==> src/rtl/seqlock_pkg.sv <==
package seqlock_pkg;

    localparam int CODE_LEN = 8;
    localparam int PROG_W   = $clog2(CODE_LEN);

    // Bit i is the i-th bit entered; sequence 0,1,1,0,0,0,0,0
    localparam logic [CODE_LEN-1:0] CODE = 8'b0000_0110;

    typedef logic [PROG_W-1:0] prog_t;

    typedef struct packed {
        logic valid;
        logic value;
    } entry_t;

    // Length of the longest code prefix that ends the history formed by
    // the first `matched` code bits followed by bit `b`.
    function automatic int next_prefix(input int matched, input logic b);
        int   best;
        int   p;
        logic ok;
        logic s;
        best = 0;
        for (int len = CODE_LEN; len >= 1; len--) begin
            if (best == 0 && len <= matched + 1) begin
                ok = 1'b1;
                for (int j = 0; j < CODE_LEN; j++) begin
                    if (j < len) begin
                        p = matched + 1 - len + j;
                        s = (p == matched) ? b : CODE[PROG_W'(p)];
                        if (s != CODE[PROG_W'(j)]) ok = 1'b0;
                    end
                end
                if (ok) best = len;
            end
        end
        return best;
    endfunction

endpackage

==> src/rtl/seqlock_entry.sv <==
module seqlock_entry
    import seqlock_pkg::*;
(
    input  logic   clk,
    input  logic   rst,
    input  logic   btn_zero,
    input  logic   btn_one,
    output entry_t ent
);

    logic any_now;
    logic any_q;

    assign any_now = btn_zero | btn_one;

    always_ff @(posedge clk) begin
        if (rst) any_q <= 1'b0;
        else     any_q <= any_now;
    end

    always_comb begin
        ent.valid = any_now & ~any_q;
        ent.value = btn_one;
    end


    single_entry_chk: assert property (@(posedge clk) disable iff (rst)
        ent.valid |=> !ent.valid);

endmodule

==> src/rtl/seqlock_match.sv <==
module seqlock_match
    import seqlock_pkg::*;
(
    input  logic  clk,
    input  logic  rst,
    input  logic  accept,
    input  logic  bit_val,
    output prog_t progress,
    output logic  unlocked
);

    prog_t progress_q;
    logic  unlocked_q;
    int    nxt;
    logic  complete;

    always_comb begin
        nxt      = next_prefix(int'(progress_q), bit_val);
        complete = (nxt == CODE_LEN);
    end

    always_ff @(posedge clk) begin
        if (rst) begin
            progress_q <= '0;
            unlocked_q <= 1'b0;
        end else if (accept && !unlocked_q) begin
            if (complete) unlocked_q <= 1'b1;
            else          progress_q <= PROG_W'(nxt);
        end
    end

    assign progress = progress_q;
    assign unlocked = unlocked_q;


    unlock_sticky_chk: assert property (@(posedge clk) disable iff (rst)
        unlocked_q |=> (unlocked_q && $stable(progress_q)));


    idle_hold_chk: assert property (@(posedge clk) disable iff (rst)
        !accept |=> ($stable(progress_q) && $stable(unlocked_q)));


    advance_chk: assert property (@(posedge clk) disable iff (rst)
        (accept && !unlocked_q && (bit_val == CODE[progress_q])
         && (progress_q != prog_t'(CODE_LEN - 1)))
        |=> (progress_q == prog_t'($past(progress_q) + 1'b1)));

endmodule

==> src/rtl/seqlock_stage.sv <==
module seqlock_stage #(
    parameter int W = 3
) (
    input  logic clk,
    input  logic rst,
    input  logic step,
    output logic done
);

    logic [W-1:0] cnt_q;
    logic         done_q;

    always_ff @(posedge clk) begin
        if (rst) begin
            cnt_q  <= '0;
            done_q <= 1'b0;
        end else if (step) begin
            cnt_q <= cnt_q + 1'b1;
            if (cnt_q == '1) done_q <= 1'b1;
        end
    end

    assign done = done_q;


    stage_done_chk: assert property (@(posedge clk) disable iff (rst)
        done_q |=> done_q);

endmodule

==> src/rtl/seqlock_budget.sv <==
module seqlock_budget #(
    parameter int STAGE_W    = 3,
    parameter int NUM_STAGES = 2
) (
    input  logic clk,
    input  logic rst,
    input  logic accept,
    output logic exhausted
);

    logic [NUM_STAGES:0]   armed;
    logic [NUM_STAGES-1:0] done;

    assign armed[0] = 1'b1;

    for (genvar i = 0; i < NUM_STAGES; i++) begin : g_stage
        logic step;
        assign step         = accept & armed[i] & ~done[i];
        assign armed[i + 1] = done[i];
        seqlock_stage #(.W(STAGE_W)) u_stage (
            .clk  (clk),
            .rst  (rst),
            .step (step),
            .done (done[i])
        );
    end

    assign exhausted = done[NUM_STAGES-1];


    lockout_cause_chk: assert property (@(posedge clk) disable iff (rst)
        $rose(exhausted) |-> $past(accept));

endmodule

==> src/rtl/seqlock_top.sv <==
module seqlock_top
    import seqlock_pkg::*;
#(
    parameter int STAGE_W    = 3,
    parameter int NUM_STAGES = 2
) (
    input  logic              clk,
    input  logic              rst,
    input  logic              btn_zero,
    input  logic              btn_one,
    output logic [PROG_W-1:0] progress,
    output logic              unlocked,
    output logic              locked_out
);

    entry_t ent;
    logic   accept;
    logic   exhausted;

    seqlock_entry u_entry (
        .clk      (clk),
        .rst      (rst),
        .btn_zero (btn_zero),
        .btn_one  (btn_one),
        .ent      (ent)
    );

    assign accept = ent.valid & ~exhausted;

    seqlock_match u_match (
        .clk      (clk),
        .rst      (rst),
        .accept   (accept),
        .bit_val  (ent.value),
        .progress (progress),
        .unlocked (unlocked)
    );

    seqlock_budget #(
        .STAGE_W    (STAGE_W),
        .NUM_STAGES (NUM_STAGES)
    ) u_budget (
        .clk       (clk),
        .rst       (rst),
        .accept    (accept),
        .exhausted (exhausted)
    );

    assign locked_out = exhausted;


    blocked_chk: assert property (@(posedge clk) disable iff (rst)
        locked_out |=> ($stable(progress) && $stable(unlocked)));

endmodule

==> config.mk <==
export PLATFORM = sky130hd
export DESIGN_NAME = seqlock_top
export DESIGN_NICKNAME = d
export VERILOG_FILES = /design/src/rtl/seqlock_pkg.sv /design/src/rtl/seqlock_entry.sv /design/src/rtl/seqlock_match.sv /design/src/rtl/seqlock_stage.sv /design/src/rtl/seqlock_budget.sv /design/src/rtl/seqlock_top.sv
export SDC_FILE = /design/constraint.sdc
export NUM_CORES = 1
export LEC_CHECK = 0
export ABC_AREA = 1
export CAP_MARGIN = 5
export CELL_PAD_IN_SITES_DETAIL_PLACEMENT = 0
export CELL_PAD_IN_SITES_GLOBAL_PLACEMENT = 1
export CORE_ASPECT_RATIO = 1.4
export CORE_MARGIN = 5
export CORE_UTILIZATION = 40
export DETAILED_ROUTE_END_ITERATION = 8
export GPL_TIMING_DRIVEN = 1
export MAX_ROUTING_LAYER = met4
export PLACE_DENSITY_LB_ADDON = 0.25
export SYNTH_ARGS = -nofsm -noshare
export SYNTH_HDL_FRONTEND = slang
export SYNTH_SLANG_ARGS = --single-unit
==> constraint.sdc <==
create_clock -name clk -period 3 [get_ports clk]
set_input_delay 0.3 -clock clk [delete_from_list [all_inputs] [get_ports clk]]
set_output_delay 0.3 -clock clk [all_outputs]
set_load 0.05 [all_outputs]
==> summary.txt, run 1 <==
Clock tree
  – CTS tree: yes
  – Number of hold buffers added after CTS: 0
  – Clock tree sinks: 13
  – H-tree level count: 1
  – Clk pin slew, worst setup/hold paths: 50 ps
  – Number of clock buffers inserted by TritonCTS: 3
  – Maximum clock insertion buffer count: 2
  – Worst-skew pair later-pin latency: 250 ps
  – Root Buffer: clkbuf_8

Setup path
  – Largest stage delay on the critical path: 390 ps
  – Critical R2R Capture: u_match.progress[0]
  – Cell type group with the largest total delay on the critical path: simple AND/OR/NAND/NOR gates
  – Reg-to-reg slack, setup: 200 ps
  – CP Max Fanout: 7
  – CP endpoint kind: register
  – Required time at the endpoint of the critical path: 3150 ps
  – Critical path buffer and inverter count: 4
  – Cell repeated most along the worst path: nand2_1
  – Reg-to-Reg Start: u_match.progress[0]
  – Number of cells on the worst reg-to-reg path: 22
  – Startpoint types: register
  – Cell-by-cell trace of the critical path: ha_4, inv_2, buf_4, nand2_2, nand2_4, ha_1, inv_1, nor2_4, nor2_2, ha_1, o21ai_0, o211ai_1, nor2_1, nand2_1, o21ai_0, nand3_1, nand2_1, nand2_2, nand4_1, nand3_1, nand2_1, inv_1
  – Arrival time worst endpoint: 2950 ps
  – Critical-path cell with the highest stage delay: dfxtp_4
  – Start-to-end type of the worst setup path: register to register

Die
  – Number of standard-cell rows in the floorplan: 34
  – Total core area: 6210 um^2
  – Die Height: 104 um
  – Die area: 8090 um^2
  – Initial standard-cell utilization of the core: 41.0%
  – Horizontal extent of the die: 77.4 um
  – Num ports: 9

Yosys
  – Post-synthesis sequential element count: 13
  – Most area-hungry cell type in the Yosys netlist: ha_1
  – Register area share after synthesis: 10.2%
  – Gate count after technology mapping: 423
  – Mapped cell area: 2550 um^2
  – Mapped Nets: 468
  – Largest cells by area after synthesis: ha_1, nand2_1, dfxtp_1
  – Yosys warns: 0
  – Yosys top cell area share: 20.1%
  – Unique cell type count in the Yosys netlist: 41
  – Post-Syn Area per Cell: 6.02 um^2

Job
  – Reported max-cap violation count: 0

Timing
  – Final Max Slew Viols: 0
  – Final cycle utilization of the critical path: 93.5%
  – Final setup fails: 0
  – Maximum clock rate: 357 MHz
  – Worst setup slack after layout: 195 ps
  – Final worst path period need: 2800 ps
  – Count of endpoints failing hold in the final timing report: 0
  – Actual slew at the worst max-slew pin: 499 ps
  – Sum of negative setup slack: 0 ps
  – Max-slew headroom at the worst pin: 66.7%
  – Final setup skew: 2.83 ps

Power
  – NetSw: 0.00100 W
  – Power per cell area: 604 nW/um^2
  – Switching Share: 54.2%
  – Clock Power Share: 8.6%
  – Internal Power: 0.000845 W
  – Final total power: 0.00185 W
  – Proportion of power drawn by flip-flops and latches: 10.9%
  – VDD IR-drop max: 0.288 mV
  – Part of the total power dissipated in combinational logic: 80.5%
  – Leak Pwr: 1.54 nW

Routing
  – Post-detailed-routing wire length: 7450 um
  – First-pass iteration count of the detailed router: 4
  – Detailed router's first-iteration violation count: 155
  – Detailed-route via count: 2729
  – Drt via density: 5.18
  – Wire length per cell: 14.1 um
  – DRC violation count after routing: 0
  – Final antenna-violating net count: 0

Finish
  – Diode insertion count for antenna repair: 0
  – Multi-input logic area: 2140 um^2
  – Most common cell after layout, fill and taps aside: nand2_1
  – Commonest cells after routing, fill and taps aside: nand2_1, nor2_1, inv_1
  – Non-Filler Cell Area, Final: 3060 um^2
  – Total of fill cells in the finished design: 672
  – Final net count: 501
  – Register area: 269 um^2
  – P&R area growth vs syn: 20.0%
  – Layout cell share with drive strength beyond 1: 22.9%

Global route
  – Via count of the first global-routing pass: 2680
  – Initial antenna violation count: 0
  – Overall track demand over capacity in global routing: 19.3%
  – First-pass GRT wire length: 12400 um
  – Largest net degree at the start of global routing: 17
  – Total congestion overflow: 0

Placed design
  – Buffers added on ports: 8
  – Half-perimeter wire length of the detailed placement result: 6110 um
  – Worst-case setup slack after placement: -14.0 ps
  – Placed Area: 2860 um^2
  – Routability congestion estimate: 0.917

Hold path
  – Source of the worst hold timing path: u_budget.g_stage[0].u_stage.cnt_q[2]
  – Hold Path End: u_budget.g_stage[0].u_stage.cnt_q[2]
  – Min-Delay Path Depth: 2
  – Classification of the worst-slack hold path: register to register

Run status
  – Outcome: completed
[how the worst max path moves through the flow]
stage / startpoint / endpoint / slack, ps / cells after the start
2_1_floorplan: u_match.progress[2] / u_match.progress[1] / -20 / 15
3_3_place_gp: u_match.progress[0] / u_match.progress[1] / -10 / 18
3_5_place_dp: u_match.progress[0] / u_match.progress[1] / -10 / 18
4_1_cts: u_match.progress[0] / u_match.progress[0] / 20 / 22
5_1_grt: u_match.progress[0] / u_match.progress[0] / -2 / 23
6_report: u_match.progress[0] / u_match.progress[0] / 200 / 22
[synthesized netlist by cell type, drive strengths merged]
cell type,n
nand4,4
nand2,147
a22o,1
xor2,3
clkbuf,2
a21boi,1
nor3,5
nand3,39
inv,52
or2,3
o31ai,1
dfxtp,13
ha,41
o21bai,1
nor2b,1
a221oi,1
clkinv,1
o21ai,13
nor2,61
a211oi,1
o21a,1
a31oi,2
o22ai,1
o211ai,2
a21oi,19
xnor2,2
buf,5
[flip-flops by register name (all words and copies together), names as in the netlist]
register / count
u_match.progress: 3
u_entry.any_q: 1
u_budget.g_stage.u_stage.done: 2
u_match.unlocked: 1
u_budget.g_stage.u_stage.cnt_q: 6
[per-layer routing]
layer | up-vias | GRT usage, % | wire (um)
li1 | 1424 | - | -
met1 | 1247 | 20.6 | 3100
met2 | 39 | 36.0 | 3960
met3 | 19 | 1.13 | 132
met4 | 0 | 7.99 | 261
met5 | - | - | 0
[through the flow]
step	std cells	util, %	hold WS (ps)
3_5_place_dp	519	46.1	468
4_1_cts	523	46.9	477
5_1_grt	527	49.2	502
6_report	527	49.2	473
2_1_floorplan	423	-	425
3_3_place_gp	519	46.1	452
[cell type report]
type | instances | area share (%)
Tap cell | 72 | 2.95
Sequential cell | 13 | 8.80
Inverter | 53 | 7.08
Timing Repair Buffer | 35 | 9.78
Multi-Input combinational cell | 350 | 69.9
Clock buffer | 4 | 1.47
[power by group through the flow]
stage,Combinational (W),Clock (W),Sequential (W)
after floorplan,0.00100,0,0.000224
after global placement,0.00140,0,0.000203
after detailed placement,0.00141,0,0.000203
after CTS,0.00142,0.000169,0.000200
after global routing,0.00168,0.000177,0.000203
final,0.00149,0.000158,0.000201
[worst min-delay path: cells and delay by family, from the launching register on]
family | cells | cell delay, ps
and+or+nand+nor | 1 | 60
AOI/OAI and AO/OA | 1 | 50
DFF | 1 | 310
[timing repair]
action	4_1_cts	5_1_grt
endpoints found under the setup margin	1	3
setup buffers	0	4
pin swaps	0	6
gates resized for setup	1	32
[cell families (layout without fill, tap and decap cells)]
| group | Yosys count | count (layout) | synth area share (%) |
|---|---|---|---|
| adder cells (fa/ha/maj) | 41 | 41 | 20.1 |
| AO/OA/AOI/OAI | 44 | 44 | 10.8 |
| AND/OR/NAND/NOR | 260 | 260 | 46.8 |
| XOR/XNOR | 5 | 5 | 1.72 |
| flip-flops | 13 | 13 | 10.2 |
| buffers and inverters | 60 | 92 | 10.4 |
(Power assumes the default switching activity.)
==> run 2, diff against run 1 <==
--- a/constraint.sdc
+++ b/constraint.sdc
@@ -3,2 +3,2 @@
 set_output_delay 0.3 -clock clk [all_outputs]
-set_load 0.05 [all_outputs]
+set_load 0.02 [all_outputs]
==> run 2 against run 1 <==
Compared with the run above: cell count down 0.95%; sequential share of layout area grew 0.10 points; non-clock buffer count is 5 lower; core utilization shrank 1.0 points; die area unchanged; power decreased by 3.5%; critical endpoint unchanged; largest cell class unchanged; largest power group unchanged; highest routed layer unchanged.
==> summary.txt, run 2 (synthesized netlist as in run 1, its figures left out) <==
Timing
  – Actual slew at the worst max-slew pin: 444 ps (-55.1 ps)
  – Final hold slack: 470 ps (-2.38 ps)
  – Max-slew headroom at the worst pin: 70.3% (+3.7 points)
  – Final cycle utilization of the critical path: 94.1% (+0.63 points)
  – Final setup fails: 0 (unchanged)
  – Final Max Slew Viols: 0 (unchanged)
  – Maximum clock rate: 354 MHz (-0.66%)
  – Final worst path period need: 2820 ps (+18.8 ps)
  – Sum of negative setup slack: 0 ps (unchanged)
  – Final setup skew: 0.998 ps (-1.83 ps)
  – Count of endpoints failing hold in the final timing report: 0 (unchanged)

Power
  – Part of the total power dissipated in combinational logic: 80.1% (-0.4 points)
  – Power per cell area: 595 nW/um^2 (-1.5%)
  – Internal Power: 0.000820 W (-3.0%)
  – Clock Power Share: 8.6% (about the same)
  – Proportion of power drawn by flip-flops and latches: 11.3% (+0.4 points)
  – Final total power: 0.00178 W (-3.5%)
  – Leak Pwr: 1.52 nW (-1.4%)
  – NetSw: 0.000960 W (-4.0%)
  – Switching Share: 53.9% (-0.27 points)
  – VDD IR-drop max: 0.337 mV (+17%)

Routing
  – Drt via density: 5.08 (-1.9%)
  – First-pass iteration count of the detailed router: 4 (unchanged)
  – Wire length per cell: 13.8 um (-2.2%)
  – Detailed router's first-iteration violation count: 121 (-22%)
  – DRC violation count after routing: 0 (unchanged)
  – Post-detailed-routing wire length: 7220 um (-3.1%)
  – Final antenna-violating net count: 0 (unchanged)
  – Detailed-route via count: 2651 (-2.9%)

Die
  – Total core area: 6210 um^2 (unchanged)
  – Num ports: 9 (unchanged)
  – Number of standard-cell rows in the floorplan: 34 (unchanged)
  – Horizontal extent of the die: 77.4 um (unchanged)
  – Initial standard-cell utilization of the core: 41.0% (unchanged)
  – Die Height: 104 um (unchanged)
  – Die area: 8090 um^2 (unchanged)

Clock tree
  – Root Buffer: clkbuf_8
  – Clock tree sinks: 13 (unchanged)
  – Worst-skew pair later-pin latency: 240 ps (about the same)
  – Clk pin slew, worst setup/hold paths: 50 ps (about the same)
  – Maximum clock insertion buffer count: 2 (unchanged)
  – H-tree level count: 1 (unchanged)
  – CTS tree: yes
  – Number of clock buffers inserted by TritonCTS: 3 (unchanged)

Global route
  – First-pass GRT wire length: 12000 um (-3.5%)
  – Overall track demand over capacity in global routing: 18.4% (-0.95 points)
  – Largest net degree at the start of global routing: 19 (+2)
  – Initial antenna violation count: 0 (unchanged)
  – Via count of the first global-routing pass: 2502 (-6.6%)
  – Total congestion overflow: 0 (unchanged)

Finish
  – Register area: 267 um^2 (-0.93%)
  – Largest register FFs: 6 (unchanged)
  – Diode insertion count for antenna repair: 0 (unchanged)
  – Final net count: 496 (-1.0%)
  – Commonest cells after routing, fill and taps aside: nand2_1, nor2_1, inv_1
  – Most flop-heavy register: u_budget.g_stage.u_stage.cnt_q
  – Layout cell share with drive strength beyond 1: 20.0% (-2.9 points)
  – Total of fill cells in the finished design: 647 (-3.7%)
  – Most common cell after layout, fill and taps aside: nand2_1
  – P&R area growth vs syn: 17.5%
  – Multi-input logic area: 2120 um^2 (-0.88%)
  – Post-route core utilization: 48.2% (-1.0 points)

Placed design
  – Routability congestion estimate: 0.885 (-3.5%)
  – Half-perimeter wire length of the detailed placement result: 5810 um (-4.9%)
  – Buffers added on ports: 8 (unchanged)

Setup path
  – Startpoint types: register
  – Worst setup endpoint: u_match.progress[0]
  – Reg-to-Reg Start: u_match.progress[1]
  – CP Max Fanout: 10 (+3)
  – Number of cells on the worst reg-to-reg path: 17 (-23%)
  – CP endpoint kind: register
  – Start-to-end type of the worst setup path: register to register
  – Reg-to-reg slack, setup: 180 ps (-20 ps)
  – Arrival time worst endpoint: 2960 ps (about the same)
  – Required time at the endpoint of the critical path: 3140 ps (about the same)
  – Start point of the critical path: u_match.progress[1]
  – Critical R2R Capture: u_match.progress[0]

Run status
  – Outcome: completed

Hold path
  – Classification of the worst-slack hold path: register to register
  – Source of the worst hold timing path: u_budget.g_stage[0].u_stage.cnt_q[2]

Job
  – Reported max-cap violation count: 0 (unchanged)
==> run 2: worst max-delay path, cell delays in order, from the launching register on <==
cell,delay [ps]
dfxtp_2,360
inv_1,80
ha_4,300
buf_4,210
ha_2,270
inv_1,100
ha_1,230
ha_1,310
xnor2_1,150
a21oi_1,60
nor2_1,110
nand3_1,100
nor2_2,140
nor2_2,60
nand4_1,90
nand3_1,70
nand2_1,60
inv_1,30
==> run 2: how the worst min path moves through the flow <==
stage / end / cells after the start
3_5_place_dp: u_budget.g_stage[0].u_stage.cnt_q[2] / 2
4_1_cts: u_budget.g_stage[0].u_stage.cnt_q[2] / 2
6_report: u_budget.g_stage[0].u_stage.cnt_q[2] / 2
2_1_floorplan: u_entry.any_q / 2
5_1_grt: u_budget.g_stage[0].u_stage.cnt_q[1] / 2
3_3_place_gp: u_budget.g_stage[0].u_stage.cnt_q[1] / 2
==> run 2: repair_timing <==
action / in CTS / in global routing
hold buffers: 0 / 0
resized for setup: 2 / 20
pin swaps: 0 / 1
buffers inserted: 0 / 5
endpoints found under the setup margin: 1 / 3
==> run 2: power by group through the flow <==
stage                     Clock (W)  Combinational, W  Sequential [W]
final                      0.000153           0.00143        0.000201
after global routing       0.000167           0.00162        0.000202
after CTS                  0.000159           0.00137        0.000197
after detailed placement          0           0.00136        0.000201
after global placement            0           0.00135        0.000200
after floorplan                   0           0.00100        0.000209
==> run 2: final cells by class <==
| cell class | instances | area share [%] |
|---|---|---|
| clock buffers | 4 | 1.50 |
| inverters | 53 | 7.23 |
| multi-input cells | 350 | 70.7 |
| flip-flops and latches | 13 | 8.90 |
| well taps | 72 | 3.01 |
| repair buffers | 30 | 8.61 |
==> run 2: routing by layer <==
layer  wire [um]  GRT usage, %  share of wire, %
met4         261          6.76               3.6
met5           0             -                 0
met1        3100          21.1                43
met2        3730          33.3                52
met3         132         0.607               1.8
==> run 2: per-stage QoR <==
stage          std cells  instance area (um^2)  worst slack (ps)
2_1_floorplan        423                  2550              50.7
3_3_place_gp         513                  2810              5.28
3_5_place_dp         513                  2810             -20.2
4_1_cts              517                  2860              3.93
5_1_grt              522                  2990             -1.73
6_report             522                  2990               177
==> run 3, diff against run 2 <==
PLACE_DENSITY_LB_ADDON = 0.08   (was 0.25)
==> run 3 against run 2 <==
Compared with the run above: critical path depth unchanged; via count rose by 2.0%; flip-flop and latch count is the same; register-to-register slack is essentially flat; combinational power about the same; largest cell class unchanged; largest power group unchanged.
==> summary.txt, run 3 (synthesized netlist as in run 1, its figures left out) <==
Placed design
  – Placed Area: 2840 um^2 (+1.1%)
  – Inst Count DP: 517 (+0.78%)
  – Worst-case setup slack after placement: 7.97 ps (+28.1 ps)
  – Half-perimeter wire length of the detailed placement result: 5920 um (+1.9%)
  – Routability congestion estimate: 0.862 (-2.5%)
  – Buffers added on ports: 8 (unchanged)

Routing
  – Detailed-route via count: 2704 (+2.0%)
  – Drt via density: 5.12 (+0.84%)
  – Detailed router's first-iteration violation count: 76 (-37%)
  – Post-detailed-routing wire length: 7330 um (+1.5%)
  – First-pass iteration count of the detailed router: 4 (unchanged)
  – Wire length per cell: 13.9 um (+0.37%)
  – DRC violation count after routing: 0 (unchanged)
  – Final antenna-violating net count: 0 (unchanged)

Finish
  – Most common cell after layout, fill and taps aside: nand2_1
  – Largest register FFs: 6 (unchanged)
  – Layout cell share with drive strength beyond 1: 20.8% (+0.83 points)
  – Final net count: 502 (+1.2%)
  – Diode insertion count for antenna repair: 0 (unchanged)
  – Commonest cells after routing, fill and taps aside: nand2_1, nor2_1, inv_1
  – Final cell count without fillers: 528 (+1.1%)
  – Non-Filler Cell Area, Final: 3000 um^2 (+0.25%)
  – P&R area growth vs syn: 17.8%
  – Most flop-heavy register: u_budget.g_stage.u_stage.cnt_q
  – Post-route core utilization: 48.3% (+0.12 points)

Setup path
  – Reg-to-reg slack, setup: 170 ps (about the same)
  – Largest stage delay on the critical path: 430 ps (+70 ps)
  – Reg-to-Reg Start: u_match.progress[2]
  – Start-to-end type of the worst setup path: register to register
  – CP Max Fanout: 16 (+6)
  – Number of cells on the worst reg-to-reg path: 17 (unchanged)
  – Cell-by-cell trace of the critical path: buf_12, clkinv_8, nand2_2, nand2_4, ha_1, ha_1, nand2_1, nand2_1, nand2_1, nor2_1, nand2_1, o21bai_1, nand3_1, nor2_2, nor2_2, a21boi_1, a21oi_1
  – Cell type group with the largest total delay on the critical path: simple AND/OR/NAND/NOR gates
  – Critical path buffer and inverter count: 2 (-2)
  – Critical R2R Capture: u_match.progress[1]
  – CP endpoint kind: register
  – Arrival time worst endpoint: 2980 ps (+20 ps)
  – Critical-path cell with the highest stage delay: ha_1
  – Required time at the endpoint of the critical path: 3150 ps (about the same)
  – Cell repeated most along the worst path: nand2_1
  – Startpoint types: register

Power
  – Leak Pwr: 1.54 nW (+1.6%)
  – Part of the total power dissipated in combinational logic: 79.9% (-0.2 points)
  – Clock Power Share: 8.7% (about the same)
  – VDD IR-drop max: 0.444 mV (+32%)
  – NetSw: 0.000955 W (-0.55%)
  – Proportion of power drawn by flip-flops and latches: 11.3% (about the same)
  – Switching Share: 54.0% (+0.063 points)
  – Internal Power: 0.000814 W (-0.80%)
  – Power per cell area: 589 nW/um^2 (-0.91%)

Global route
  – First-pass GRT wire length: 12200 um (+2.2%)
  – Initial antenna violation count: 0 (unchanged)
  – Total congestion overflow: 0 (unchanged)
  – Largest net degree at the start of global routing: 17 (-2)
  – Overall track demand over capacity in global routing: 19.0% (+0.67 points)
  – Via count of the first global-routing pass: 2559 (+2.3%)

Timing
  – Count of endpoints failing hold in the final timing report: 0 (unchanged)
  – Final setup skew: 1.66 ps (+0.664 ps)
  – Sum of negative setup slack: 0 ps (unchanged)
  – Final Max Slew Viols: 0 (unchanged)
  – Max-slew headroom at the worst pin: 70.3% (about the same)
  – Final setup fails: 0 (unchanged)
  – Actual slew at the worst max-slew pin: 445 ps (+1.05 ps)
  – Final cycle utilization of the critical path: 94.2% (+0.098 points)
  – Final worst path period need: 2830 ps (+2.93 ps)
  – Maximum clock rate: 354 MHz (-0.10%)
  – Worst setup slack after layout: 174 ps (-2.93 ps)

Die
  – Number of standard-cell rows in the floorplan: 34 (unchanged)
  – Die area: 8090 um^2 (unchanged)
  – Initial standard-cell utilization of the core: 41.0% (unchanged)
  – Die Height: 104 um (unchanged)
  – Num ports: 9 (unchanged)
  – Total core area: 6210 um^2 (unchanged)
  – Horizontal extent of the die: 77.4 um (unchanged)

Clock tree
  – Root Buffer: clkbuf_8
  – Clock tree sinks: 13 (unchanged)
  – Worst-skew pair later-pin latency: 240 ps (about the same)
  – Number of hold buffers added after CTS: 0 (unchanged)
  – CTS tree: yes
  – Number of clock buffers inserted by TritonCTS: 3 (unchanged)
  – Clk pin slew, worst setup/hold paths: 50 ps (about the same)
  – H-tree level count: 1 (unchanged)
  – Maximum clock insertion buffer count: 2 (unchanged)

Hold path
  – Source of the worst hold timing path: u_budget.g_stage[0].u_stage.cnt_q[1]
  – Min-Delay Path Depth: 2 (unchanged)
  – Classification of the worst-slack hold path: register to register
  – Hold Path End: u_budget.g_stage[0].u_stage.cnt_q[1]

Run status
  – Outcome: completed

Job
  – Reported max-cap violation count: 0 (unchanged)
[run 3: layout make-up]
| type | instances | area, um^2 |
|---|---|---|
| fill | 680 | 3210 |
| multi-input combinational | 350 | 2080 |
| timing repair buffer | 36 | 303 |
| sequential | 13 | 267 |
| inverter | 53 | 216 |
| tap | 72 | 90.1 |
| clock buffer | 4 | 45.0 |
[run 3: how the worst max path moves through the flow]
stage	startpoint	endpoint	slack, ps	cells past startpoint
after global routing	u_match.progress[0]	u_match.progress[1]	-20	22
final	u_match.progress[2]	u_match.progress[1]	170	17
after CTS	u_match.progress[0]	u_match.progress[0]	30	22
after floorplan	u_match.progress[1]	u_match.progress[1]	50	17
after detailed placement	u_match.progress[0]	u_match.progress[0]	8	22
after global placement	u_match.progress[0]	u_match.progress[0]	30	21
[run 3: stage by stage]
| step | total power (W) | hold slack (ps) |
|---|---|---|
| 3_5_place_dp | 0.00157 | 463 |
| 3_3_place_gp | 0.00156 | 456 |
| 4_1_cts | 0.00174 | 471 |
| 5_1_grt | 0.00198 | 496 |
| 6_report | 0.00177 | 463 |
| 2_1_floorplan | 0.00121 | 425 |
[run 3: worst register-to-register path, delay by kind of cell, from the launching register on]
family	cells	cell delay [ps]
compound gates	3	420
simple gates	10	950
buf+inv	2	290
flops	1	380
fa+ha+maj	2	690
[run 3: metal layers]
layer | share of wire [%] | GRT usage [%] | up-vias
li1 | - | - | 1421
met1 | 44 | 22.0 | 1230
met2 | 52 | 34.7 | 45
met3 | 2.3 | 0.780 | 8
met4 | 1.6 | 5.90 | 0
met5 | 0 | - | -
[run 3: what timing repair did]
| action | CTS | global route |
|---|---|---|
| setup buffers | 0 | 7 |
| endpoints found under the hold margin | 0 | 0 |
| endpoints found under the setup margin | 2 | 3 |
| pin swaps | 0 | 2 |
| gates resized for setup | 1 | 17 |
[run 3: power groups by stage]
stage	registers (W)	clock network (W)	logic (W)
floorplan	0.000209	0	0.00100
global placement	0.000200	0	0.00136
detailed placement	0.000200	0	0.00137
CTS	0.000197	0.000161	0.00138
global route	0.000202	0.000175	0.00161
finish	0.000201	0.000154	0.00141
